==> config.mk <==
export PLATFORM = sky130hd
export DESIGN_NAME = scDecoder
export DESIGN_NICKNAME = d
export VERILOG_FILES = /design/src/rtl/scDecPkg.sv /design/src/rtl/scDecFieldCtl.sv /design/src/rtl/scDecCtlWord.sv /design/src/rtl/scDecoder.sv
export SDC_FILE = /design/constraint.sdc
export NUM_CORES = 1
export LEC_CHECK = 0
export BUFFER_PORTS_ARGS = -buffer_cell sky130_fd_sc_hd__buf_2
export CAP_MARGIN = 0
export CORE_AREA = 4 4 41 43
export DETAILED_ROUTE_END_ITERATION = 8
export DIE_AREA = 0 0 45 47
export PLACE_DENSITY = 0.86
export SYNTH_ARGS = -nofsm -noshare
export SYNTH_HDL_FRONTEND = slang
export SYNTH_SLANG_ARGS = --single-unit
==> constraint.sdc <==
create_clock -name vclk -period 3.13
set_clock_uncertainty 0.05 [all_clocks]
set_input_delay 0 -clock vclk [all_inputs]
set_output_delay 0 -clock vclk [all_outputs]
set_load 0.05 [all_outputs]
==> src/rtl/scDecPkg.sv <==
package scDecPkg;

  localparam int INSTR_W = 32;
  localparam int FIELD_W = 6;
  localparam int REG_IDX_W = 5;
  localparam int LINK_REG = 31;
  localparam int OPC_LSB = INSTR_W - FIELD_W;
  localparam int RS_LSB = OPC_LSB - REG_IDX_W;
  localparam int RT_LSB = RS_LSB - REG_IDX_W;
  localparam int RD_LSB = RT_LSB - REG_IDX_W;

  typedef enum logic [3:0] {
    ALU_ADD = 4'd0, ALU_ADDU = 4'd1, ALU_SUB = 4'd2, ALU_SUBU = 4'd3,
    ALU_AND = 4'd4, ALU_OR = 4'd5, ALU_XOR = 4'd6, ALU_NOR = 4'd7,
    ALU_SLT = 4'd8, ALU_SLTU = 4'd9, ALU_SLL = 4'd10, ALU_SRL = 4'd11,
    ALU_SRA = 4'd12, ALU_LUI = 4'd13
  } aluOp_e;

  typedef enum logic [1:0] {A_RS = 2'd0, A_SHAMT = 2'd1, A_RSLOW = 2'd2} aSel_e;
  typedef enum logic [1:0] {DST_RD = 2'd0, DST_RT = 2'd1, DST_RA = 2'd2} dstSel_e;
  typedef enum logic [1:0] {WB_ALU = 2'd0, WB_MEM = 2'd1, WB_CMP = 2'd2, WB_LINK = 2'd3} wbSel_e;
  typedef enum logic [2:0] {
    PC_SEQ = 3'd0, PC_BEQ = 3'd1, PC_BNE = 3'd2, PC_JUMP = 3'd3, PC_REG = 3'd4
  } pcSel_e;

  // primary opcodes
  localparam logic [FIELD_W-1:0] OP_SPECIAL = 6'h00, OP_J = 6'h02, OP_JAL = 6'h03;
  localparam logic [FIELD_W-1:0] OP_BEQ = 6'h04, OP_BNE = 6'h05;
  localparam logic [FIELD_W-1:0] OP_ADDI = 6'h08, OP_ADDIU = 6'h09, OP_SLTI = 6'h0A;
  localparam logic [FIELD_W-1:0] OP_SLTIU = 6'h0B, OP_ANDI = 6'h0C, OP_ORI = 6'h0D;
  localparam logic [FIELD_W-1:0] OP_XORI = 6'h0E, OP_LUI = 6'h0F;
  localparam logic [FIELD_W-1:0] OP_LW = 6'h23, OP_SW = 6'h2B;

  // function codes under OP_SPECIAL
  localparam logic [FIELD_W-1:0] FN_SLL = 6'h00, FN_SRL = 6'h02, FN_SRA = 6'h03;
  localparam logic [FIELD_W-1:0] FN_SLLV = 6'h04, FN_SRLV = 6'h06, FN_SRAV = 6'h07;
  localparam logic [FIELD_W-1:0] FN_JR = 6'h08;
  localparam logic [FIELD_W-1:0] FN_ADD = 6'h20, FN_ADDU = 6'h21, FN_SUB = 6'h22;
  localparam logic [FIELD_W-1:0] FN_SUBU = 6'h23, FN_AND = 6'h24, FN_OR = 6'h25;
  localparam logic [FIELD_W-1:0] FN_XOR = 6'h26, FN_NOR = 6'h27;
  localparam logic [FIELD_W-1:0] FN_SLT = 6'h2A, FN_SLTU = 6'h2B;

  // strobes from the field decoder to the control-word builder
  typedef struct packed {
    aluOp_e op;
    logic   useShamt;
    logic   useRsLow;
    logic   useImm;
    logic   signExt;
    logic   writesRd;
    logic   writesRt;
    logic   writesRa;
    logic   fromMem;
    logic   fromCmp;
    logic   memStore;
    logic   brEq;
    logic   brNe;
    logic   jmpAbs;
    logic   jmpReg;
  } decStrobes_t;

endpackage

==> src/rtl/scDecFieldCtl.sv <==
module scDecFieldCtl
  import scDecPkg::*;
(
  input  logic [FIELD_W-1:0] opcode,
  input  logic [FIELD_W-1:0] funct,
  output decStrobes_t        strb
);

  always_comb begin
    strb = '0;
    case (opcode)
      OP_SPECIAL: begin
        case (funct)
          FN_SLL:  begin strb.op = ALU_SLL; strb.useShamt = 1'b1; strb.writesRd = 1'b1; end
          FN_SRL:  begin strb.op = ALU_SRL; strb.useShamt = 1'b1; strb.writesRd = 1'b1; end
          FN_SRA:  begin strb.op = ALU_SRA; strb.useShamt = 1'b1; strb.writesRd = 1'b1; end
          FN_SLLV: begin strb.op = ALU_SLL; strb.useRsLow = 1'b1; strb.writesRd = 1'b1; end
          FN_SRLV: begin strb.op = ALU_SRL; strb.useRsLow = 1'b1; strb.writesRd = 1'b1; end
          FN_SRAV: begin strb.op = ALU_SRA; strb.useRsLow = 1'b1; strb.writesRd = 1'b1; end
          FN_JR:   strb.jmpReg = 1'b1;
          FN_ADD:  begin strb.op = ALU_ADD;  strb.writesRd = 1'b1; end
          FN_ADDU: begin strb.op = ALU_ADDU; strb.writesRd = 1'b1; end
          FN_SUB:  begin strb.op = ALU_SUB;  strb.writesRd = 1'b1; end
          FN_SUBU: begin strb.op = ALU_SUBU; strb.writesRd = 1'b1; end
          FN_AND:  begin strb.op = ALU_AND;  strb.writesRd = 1'b1; end
          FN_OR:   begin strb.op = ALU_OR;   strb.writesRd = 1'b1; end
          FN_XOR:  begin strb.op = ALU_XOR;  strb.writesRd = 1'b1; end
          FN_NOR:  begin strb.op = ALU_NOR;  strb.writesRd = 1'b1; end
          FN_SLT:  begin strb.op = ALU_SLT;  strb.writesRd = 1'b1; strb.fromCmp = 1'b1; end
          FN_SLTU: begin strb.op = ALU_SLTU; strb.writesRd = 1'b1; strb.fromCmp = 1'b1; end
          default: strb = '0;
        endcase
      end
      OP_J:   strb.jmpAbs = 1'b1;
      OP_JAL: begin strb.jmpAbs = 1'b1; strb.writesRa = 1'b1; end
      OP_BEQ: begin strb.op = ALU_SUBU; strb.signExt = 1'b1; strb.brEq = 1'b1; end
      OP_BNE: begin strb.op = ALU_SUBU; strb.signExt = 1'b1; strb.brNe = 1'b1; end
      OP_ADDI, OP_ADDIU, OP_SLTI, OP_SLTIU: begin
        strb.useImm   = 1'b1;
        strb.signExt  = 1'b1;
        strb.writesRt = 1'b1;
        strb.fromCmp  = (opcode == OP_SLTI) || (opcode == OP_SLTIU);
        case (opcode)
          OP_ADDI:  strb.op = ALU_ADD;
          OP_ADDIU: strb.op = ALU_ADDU;
          OP_SLTI:  strb.op = ALU_SLT;
          default:  strb.op = ALU_SLTU;
        endcase
      end
      OP_ANDI, OP_ORI, OP_XORI, OP_LUI: begin
        strb.useImm   = 1'b1;
        strb.writesRt = 1'b1;
        case (opcode)
          OP_ANDI: strb.op = ALU_AND;
          OP_ORI:  strb.op = ALU_OR;
          OP_XORI: strb.op = ALU_XOR;
          default: strb.op = ALU_LUI;
        endcase
      end
      OP_LW: begin
        strb.op = ALU_ADDU; strb.useImm = 1'b1; strb.signExt = 1'b1;
        strb.writesRt = 1'b1; strb.fromMem = 1'b1;
      end
      OP_SW: begin
        strb.op = ALU_ADDU; strb.useImm = 1'b1; strb.signExt = 1'b1;
        strb.memStore = 1'b1;
      end
      default: strb = '0;
    endcase
  end

  // at most one control-flow or store class per instruction
  always_comb begin
    a_r12_one_class: assert ($onehot0({strb.brEq, strb.brNe, strb.jmpAbs, strb.jmpReg, strb.memStore}))
      else $error("a_r12_one_class: several classes decoded");
    // only jump-and-link names the link register
    a_r10_link_jump: assert (!strb.writesRa || strb.jmpAbs)
      else $error("a_r10_link_jump: link write without jump");
  end

endmodule

==> src/rtl/scDecCtlWord.sv <==
module scDecCtlWord
  import scDecPkg::*;
(
  input  decStrobes_t          strb,
  input  logic [REG_IDX_W-1:0] rdIdx,
  input  logic [REG_IDX_W-1:0] rtIdx,
  output aluOp_e               aluOp,
  output aSel_e                aSel,
  output logic                 bSel,
  output logic                 extSigned,
  output logic                 regWrite,
  output dstSel_e              dstSel,
  output wbSel_e               wbSel,
  output logic                 memWrite,
  output pcSel_e               pcSel
);

  logic rdLive, rtLive;

  assign rdLive    = |rdIdx;
  assign rtLive    = |rtIdx;
  assign aluOp     = strb.op;
  assign bSel      = strb.useImm;
  assign extSigned = strb.signExt;
  assign memWrite  = strb.memStore;
  assign regWrite  = (strb.writesRd & rdLive) | (strb.writesRt & rtLive) | strb.writesRa;

  always_comb begin
    if (strb.useShamt)      aSel = A_SHAMT;
    else if (strb.useRsLow) aSel = A_RSLOW;
    else                    aSel = A_RS;

    if (strb.writesRa)      dstSel = DST_RA;
    else if (strb.writesRt) dstSel = DST_RT;
    else                    dstSel = DST_RD;

    if (strb.writesRa)      wbSel = WB_LINK;
    else if (strb.fromMem)  wbSel = WB_MEM;
    else if (strb.fromCmp)  wbSel = WB_CMP;
    else                    wbSel = WB_ALU;

    if (strb.brEq)          pcSel = PC_BEQ;
    else if (strb.brNe)     pcSel = PC_BNE;
    else if (strb.jmpAbs)   pcSel = PC_JUMP;
    else if (strb.jmpReg)   pcSel = PC_REG;
    else                    pcSel = PC_SEQ;
  end

  always_comb begin
    // a store never writes the register file
    a_r8_store_no_regwrite: assert (!(memWrite && regWrite))
      else $error("a_r8_store_no_regwrite");
    // conditional branches use subtract and write nothing
    a_r9_branch_subtract: assert (!(pcSel == PC_BEQ || pcSel == PC_BNE) || (aluOp == ALU_SUBU && !regWrite))
      else $error("a_r9_branch_subtract");
    // a granted write never targets index zero
    a_r11_no_zero_dest: assert (!regWrite || dstSel == DST_RA
                                || (dstSel == DST_RD && rdIdx != '0) || (dstSel == DST_RT && rtIdx != '0))
      else $error("a_r11_no_zero_dest");
    // memory write-back comes from a load, which is not a store
    a_r7_load_not_store: assert (!(wbSel == WB_MEM && memWrite))
      else $error("a_r7_load_not_store");
  end

endmodule

==> src/rtl/scDecoder.sv <==
module scDecoder
  import scDecPkg::*;
(
  input  logic [31:0] instr,
  output logic [3:0]  aluOp,
  output logic [1:0]  aSel,
  output logic        bSel,
  output logic        extSigned,
  output logic        regWrite,
  output logic [1:0]  dstSel,
  output logic [1:0]  wbSel,
  output logic        memWrite,
  output logic [2:0]  pcSel
);

  decStrobes_t strb;
  aluOp_e      aluOpE;
  aSel_e       aSelE;
  dstSel_e     dstSelE;
  wbSel_e      wbSelE;
  pcSel_e      pcSelE;

  scDecFieldCtl u_fieldCtl (
    .opcode (instr[OPC_LSB +: FIELD_W]),
    .funct  (instr[FIELD_W-1:0]),
    .strb   (strb)
  );

  scDecCtlWord u_ctlWord (
    .strb      (strb),
    .rdIdx     (instr[RD_LSB +: REG_IDX_W]),
    .rtIdx     (instr[RT_LSB +: REG_IDX_W]),
    .aluOp     (aluOpE),
    .aSel      (aSelE),
    .bSel      (bSel),
    .extSigned (extSigned),
    .regWrite  (regWrite),
    .dstSel    (dstSelE),
    .wbSel     (wbSelE),
    .memWrite  (memWrite),
    .pcSel     (pcSelE)
  );

  assign aluOp  = aluOpE;
  assign aSel   = aSelE;
  assign dstSel = dstSelE;
  assign wbSel  = wbSelE;
  assign pcSel  = pcSelE;

endmodule

# ---- Word-level counts from Yosys, hierarchy flattened
# Cells that the tools add are included.
dict set report classes {
  eq_ne 30
  n_mux 33
  bitwise 4
  n_reduce_logical 20
}
# operator n
set op_table {}
lappend op_table {{equality test 6 bit (second input constant)} 12}
lappend op_table {{equality test 6 x 4 -> 1 bit (second input constant)} 9}
lappend op_table {{case mux 4 bit (12 select lines)} 1}
lappend op_table {{equality test 6 x 3 -> 1 bit (second input constant)} 5}
lappend op_table {{equality test 6 x 2 -> 1 bit (second input constant)} 4}
lappend op_table {{case mux 4 bit (3 select lines)} 2}
lappend op_table {{case mux 4 bit (5 select lines)} 1}
lappend op_table {{two-way mux 1 bit} 17}
lappend op_table {{OR reduction 16 bit} 1}
lappend op_table {{two-way mux 2 bit} 7}
lappend op_table {{OR reduction 2 bit} 7}
lappend op_table {{logical NOT 6 bit} 2}
lappend op_table {{two-way mux 3 bit} 4}
lappend op_table {{OR reduction 10 bit} 1}
lappend op_table {{OR reduction 5 bit} 2}
lappend op_table {{OR reduction 9 bit} 1}
lappend op_table {{OR reduction 4 bit} 2}
lappend op_table {{OR reduction 8 bit} 1}
lappend op_table {{OR reduction 3 bit} 2}
lappend op_table {{bitwise AND 1 bit} 2}
lappend op_table {{OR 1 bit} 2}
lappend op_table {{case mux 1 bit (2 select lines)} 1}
lappend op_table {{logical OR 1 bit} 1}
dict set report totals {
  regBits 0
  input_bits 32
  elab_cells 87
}

# ---- Longest topological paths before layout
dict set report logic_depth {
  ltp_word 7
  depth_mapped 5
  mapped_depth_nobuf 4
}

# ---- Cells and area by module
# Synthesis repeated with hierarchy kept, for this count alone.
dict set report hier_totals {
  hier_cells 95
  area_unflattened_um2 563.0
}
# module instances cells_each area_per_inst_um2 seq_area_each_um2
set by_module_without_submodules {}
lappend by_module_without_submodules {scDecFieldCtl 1 71 401.6 0.0}
lappend by_module_without_submodules {scDecCtlWord 1 24 161.4 0.0}

# ---- Least setup slack after synthesis
# OpenSTA, ideal clock, no wires.
dict set report synth_path {
  path_type {input-to-output}
  from {input instr[30]}
  to {output regWrite}
  arrival_time_ps 1780
  path_slack_ps 1300
  path_stages 4
  path_buffers 1
  path_cell_list {clkbuf_1 > or3_1 > nor2_1 > a211o_1}
}
dict set report synth_between {
  elab_chain_cells 6
  elab_cells_between_ends 19
  cone_classes {eq/ne (10); mux (3); bitwise (4); reduce/logical (2)}
}
# item line
set synth_rtl {}
lappend synth_rtl {{from (decl)} scDecoder.sv:4} ;# input logic [31:0] instr,
lappend synth_rtl {{equality test 6 x 4 -> 1 bit or equality test 6 bit (tied branches)} scDecFieldCtl.sv:11} ;# case (opcode)
lappend synth_rtl {{OR reduction 9 bit (no line)} -}
lappend synth_rtl {{two-way mux 1 bit} -}
lappend synth_rtl {{bitwise AND 1 bit} scDecCtlWord.sv:26} ;# assign regWrite = (strb.writesRd & rdLive) | (strb.writesRt & rtLive) | strb.writesRa;
lappend synth_rtl {{OR 1 bit} scDecCtlWord.sv:26}
lappend synth_rtl {{OR 1 bit *} scDecCtlWord.sv:26}
lappend synth_rtl {{to (decl)} scDecoder.sv:9} ;# output logic regWrite,
# Every way passes the cells marked *; elsewhere a longest branch is shown, timed or not.

# ---- Final worst setup path
dict set report layout_path {
  from {input instr[27]}
  to {output aluOp[0]}
}
dict set report layout_between {
  elab_chain_cells 3
  elab_cells_between_ends 20
  cone_classes {eq/ne (12); mux (3); reduce/logical (5)}
}
# item line
set layout_rtl {}
lappend layout_rtl {{equality test 6 x 4 -> 1 bit (tied with other cells)} {scDecFieldCtl.sv:11, scDecFieldCtl.sv:53}}
lappend layout_rtl {{case mux 4 bit (3 select lines) (tied with other cells)} scDecFieldCtl.sv:53} ;# case (opcode)
lappend layout_rtl {{case mux 4 bit (5 select lines) *} scDecFieldCtl.sv:11}
lappend layout_rtl {{to (decl)} scDecoder.sv:5} ;# output logic [3:0] aluOp,
# Marks and branches as above.

==> results.md <==
* Leak at approximately 0.00032 µW
* Xor and xnor area share after synthesis at 0%
* DR iter-0 viols at 19
* Drt drc at 0
* Area share of fa/ha/maj cells after synthesis at 0%
* Vias in the first global route at between 500 and 600
* Initial Util at approximately 36%
* Net Count, Synth at 112
* Total global-route track usage at 13.0%
* DRT Pass-1 Iters at 5
* Post-DP HPWL at approximately 1200 µm
* Post-Layout Inst Area at about 650 µm²
* Cell family with the largest share of critical-path delay: simple AND/OR/NAND/NOR gates
* Period utilization at roughly half
* Mapped Area at about 470 µm²
* Net count reported at finish at between 100 and 150
* Cells after synthesis at 80
* Clock buffer count at 0
* Final setup viols at 0
* Critical Path AT at ~1.5 ns
* Most common cell after layout, fill and taps aside: buf_2
* Vias/cell at ~5.6
* Final Max Tran Viols at 0
* Die Ht at between 40 and 50 µm
* Status: finished clean
* Endpoints failing hold at 0
* CP Max Fanout at 11
* Core region area at approximately 1300 µm²
* Largest net degree at the start of global routing at 13
* Most frequent cells in the layout: 39 x buf_2, 10 x nor2_1, 9 x a21oi_1
* Post-Place Cell Area at 646 µm²
* Worst path cell trace: buf_2, or4_4, nor2_4, and3_4, o2bb2ai_1, buf_2
* Die area at approximately 2100 µm²
* Worst slew margin at approximately three quarters
* VDD IR-drop max at around 0.00005 V
* Top cell type's share of synthesized area at 9.68%
* Post-route ant nets at 0
* Sequential element share of the synthesized area at 0%
* CP most frequent cell: buf_2
* # diodes at 0
* Crit-path slowest cell: or4_4
* HP Class: primary input to output pin
* # port buffers at 39
* Die Width at 45 µm
* Hold bufs inserted after CTS at 0
* Final Critical Period at about 1.5 ns
* Initial antenna violation count at 0
* DR vias at between 700 and 800
* Crit. End Element: output pin
* PwrDens at approximately 130 nW/µm²
* Mux cell area share after synthesis at 0%
* FF+latch area at 0 µm²
* Post-cts sizing count at 0
* Synth Area in Compound Gates at between 30% and 40%
* Worst slew pin tran at roughly 0.37 ns
* Largest family of logic cells by synthesized area: simple AND/OR/NAND/NOR gates
* I/O pins at approximately 50
* Row cnt at 13
* Synth-to-layout area growth at 38.7%
* CP max stage delay at around 0.54 ns
* FFs & Latches at 0
* Main area contributors after synthesis: a21oi_1 9.7%, nor2_1 8.1%, o21ai_0 7.5%
* WL per Instance at 12.1 µm
* CP Buf/Inv Count at 2
* Total Neg Setup Slack at 0 ns
* RSZ-0062 raised after global routing: false
* Post-Synth Simple-Gate Area at 56.7%
* First-pass GRT wire length at between 2000 and 2500 µm
* Critical Path Source Type: primary input
* Gpl congestion at around 0.83
* Fmax at ~650 MHz
* Fraction of layout cells with a size suffix above 1 at 38.4%
* Grt ovf at 0
* Max Cap Violations at 0
* Syn avg cell area at around 5.8 µm²
* CP required at ~3.1 ns
* Synth Warn # at 0
* Yosys top cell by area: a21oi_1
* Count of cell types in the netlist at 32
* Routed WL at about 1500 µm
* Number of post-CTS setup repair buffers at 0
* Crit path kind: primary input to output pin
## metal layers
metal | vias to the layer above | wire, µm | GRT usage, %
met1 | 311 | 666 | 18.2
met2 | 39 | 716 | 21.8
li1 | 359 | - | -
met4 | 0 | 0 | 2.34
met5 | - | 0 | 0
met3 | 0 | 149 | 1.15
## layout make-up
type,instances,area (µm²)
Fill cell,142,656
Multi-Input combinational cell,70,420
Timing Repair Buffer,39,195
Tap cell,15,18.8
Inverter,3,11.3
## cell usage after synthesis, types with 2 or more instances
master,instances
inv_1,3
a21oi_1,9
o21ai_0,7
nor2_1,10
clkbuf_1,6
nor3_1,5
nand3_1,3
nand2_1,5
nor3b_1,2
nand3b_1,4
nand2b_1,3
and3_1,2
nor2b_1,2
## cells by family after synthesis
family                 after synthesis
buffers and inverters               10
AO/OA/AOI/OAI                       25
AND/OR/NAND/NOR                     45
## path summary, 6_finish.rpt
kind / from / end / slack, ns / cells past startpoint
worst min-delay path: instr[2] / aSel[0] / 0.36 / 3
worst max-delay path: instr[27] / aluOp[0] / 1.59 / 6
## where the power goes
| group | internal, µW | total, µW | leakage, µW | switching, µW |
|---|---|---|---|---|
| sequential | 0 | 0 | 0 | 0 |
| clock | 0 | 0 | 0 | 0 |
| combinational | 27.6 | 82.2 | 0.000322 | 54.6 |
| total | 27.6 | 82.2 | 0.000322 | 54.6 |
## per-stage QoR
step	std cells	setup slack, ns	hold slack, ns	util, %	power [µW]
floorplan	80	1.30	0.126	-	55.7
global placement	127	1.61	0.352	49.6	78.7
detailed placement	127	1.59	0.358	49.6	81.0
CTS	127	1.59	0.361	49.6	81.4
global route	127	1.54	0.395	49.6	89.1
finish	127	1.59	0.359	49.6	82.2
(Power assumes the default switching activity.)
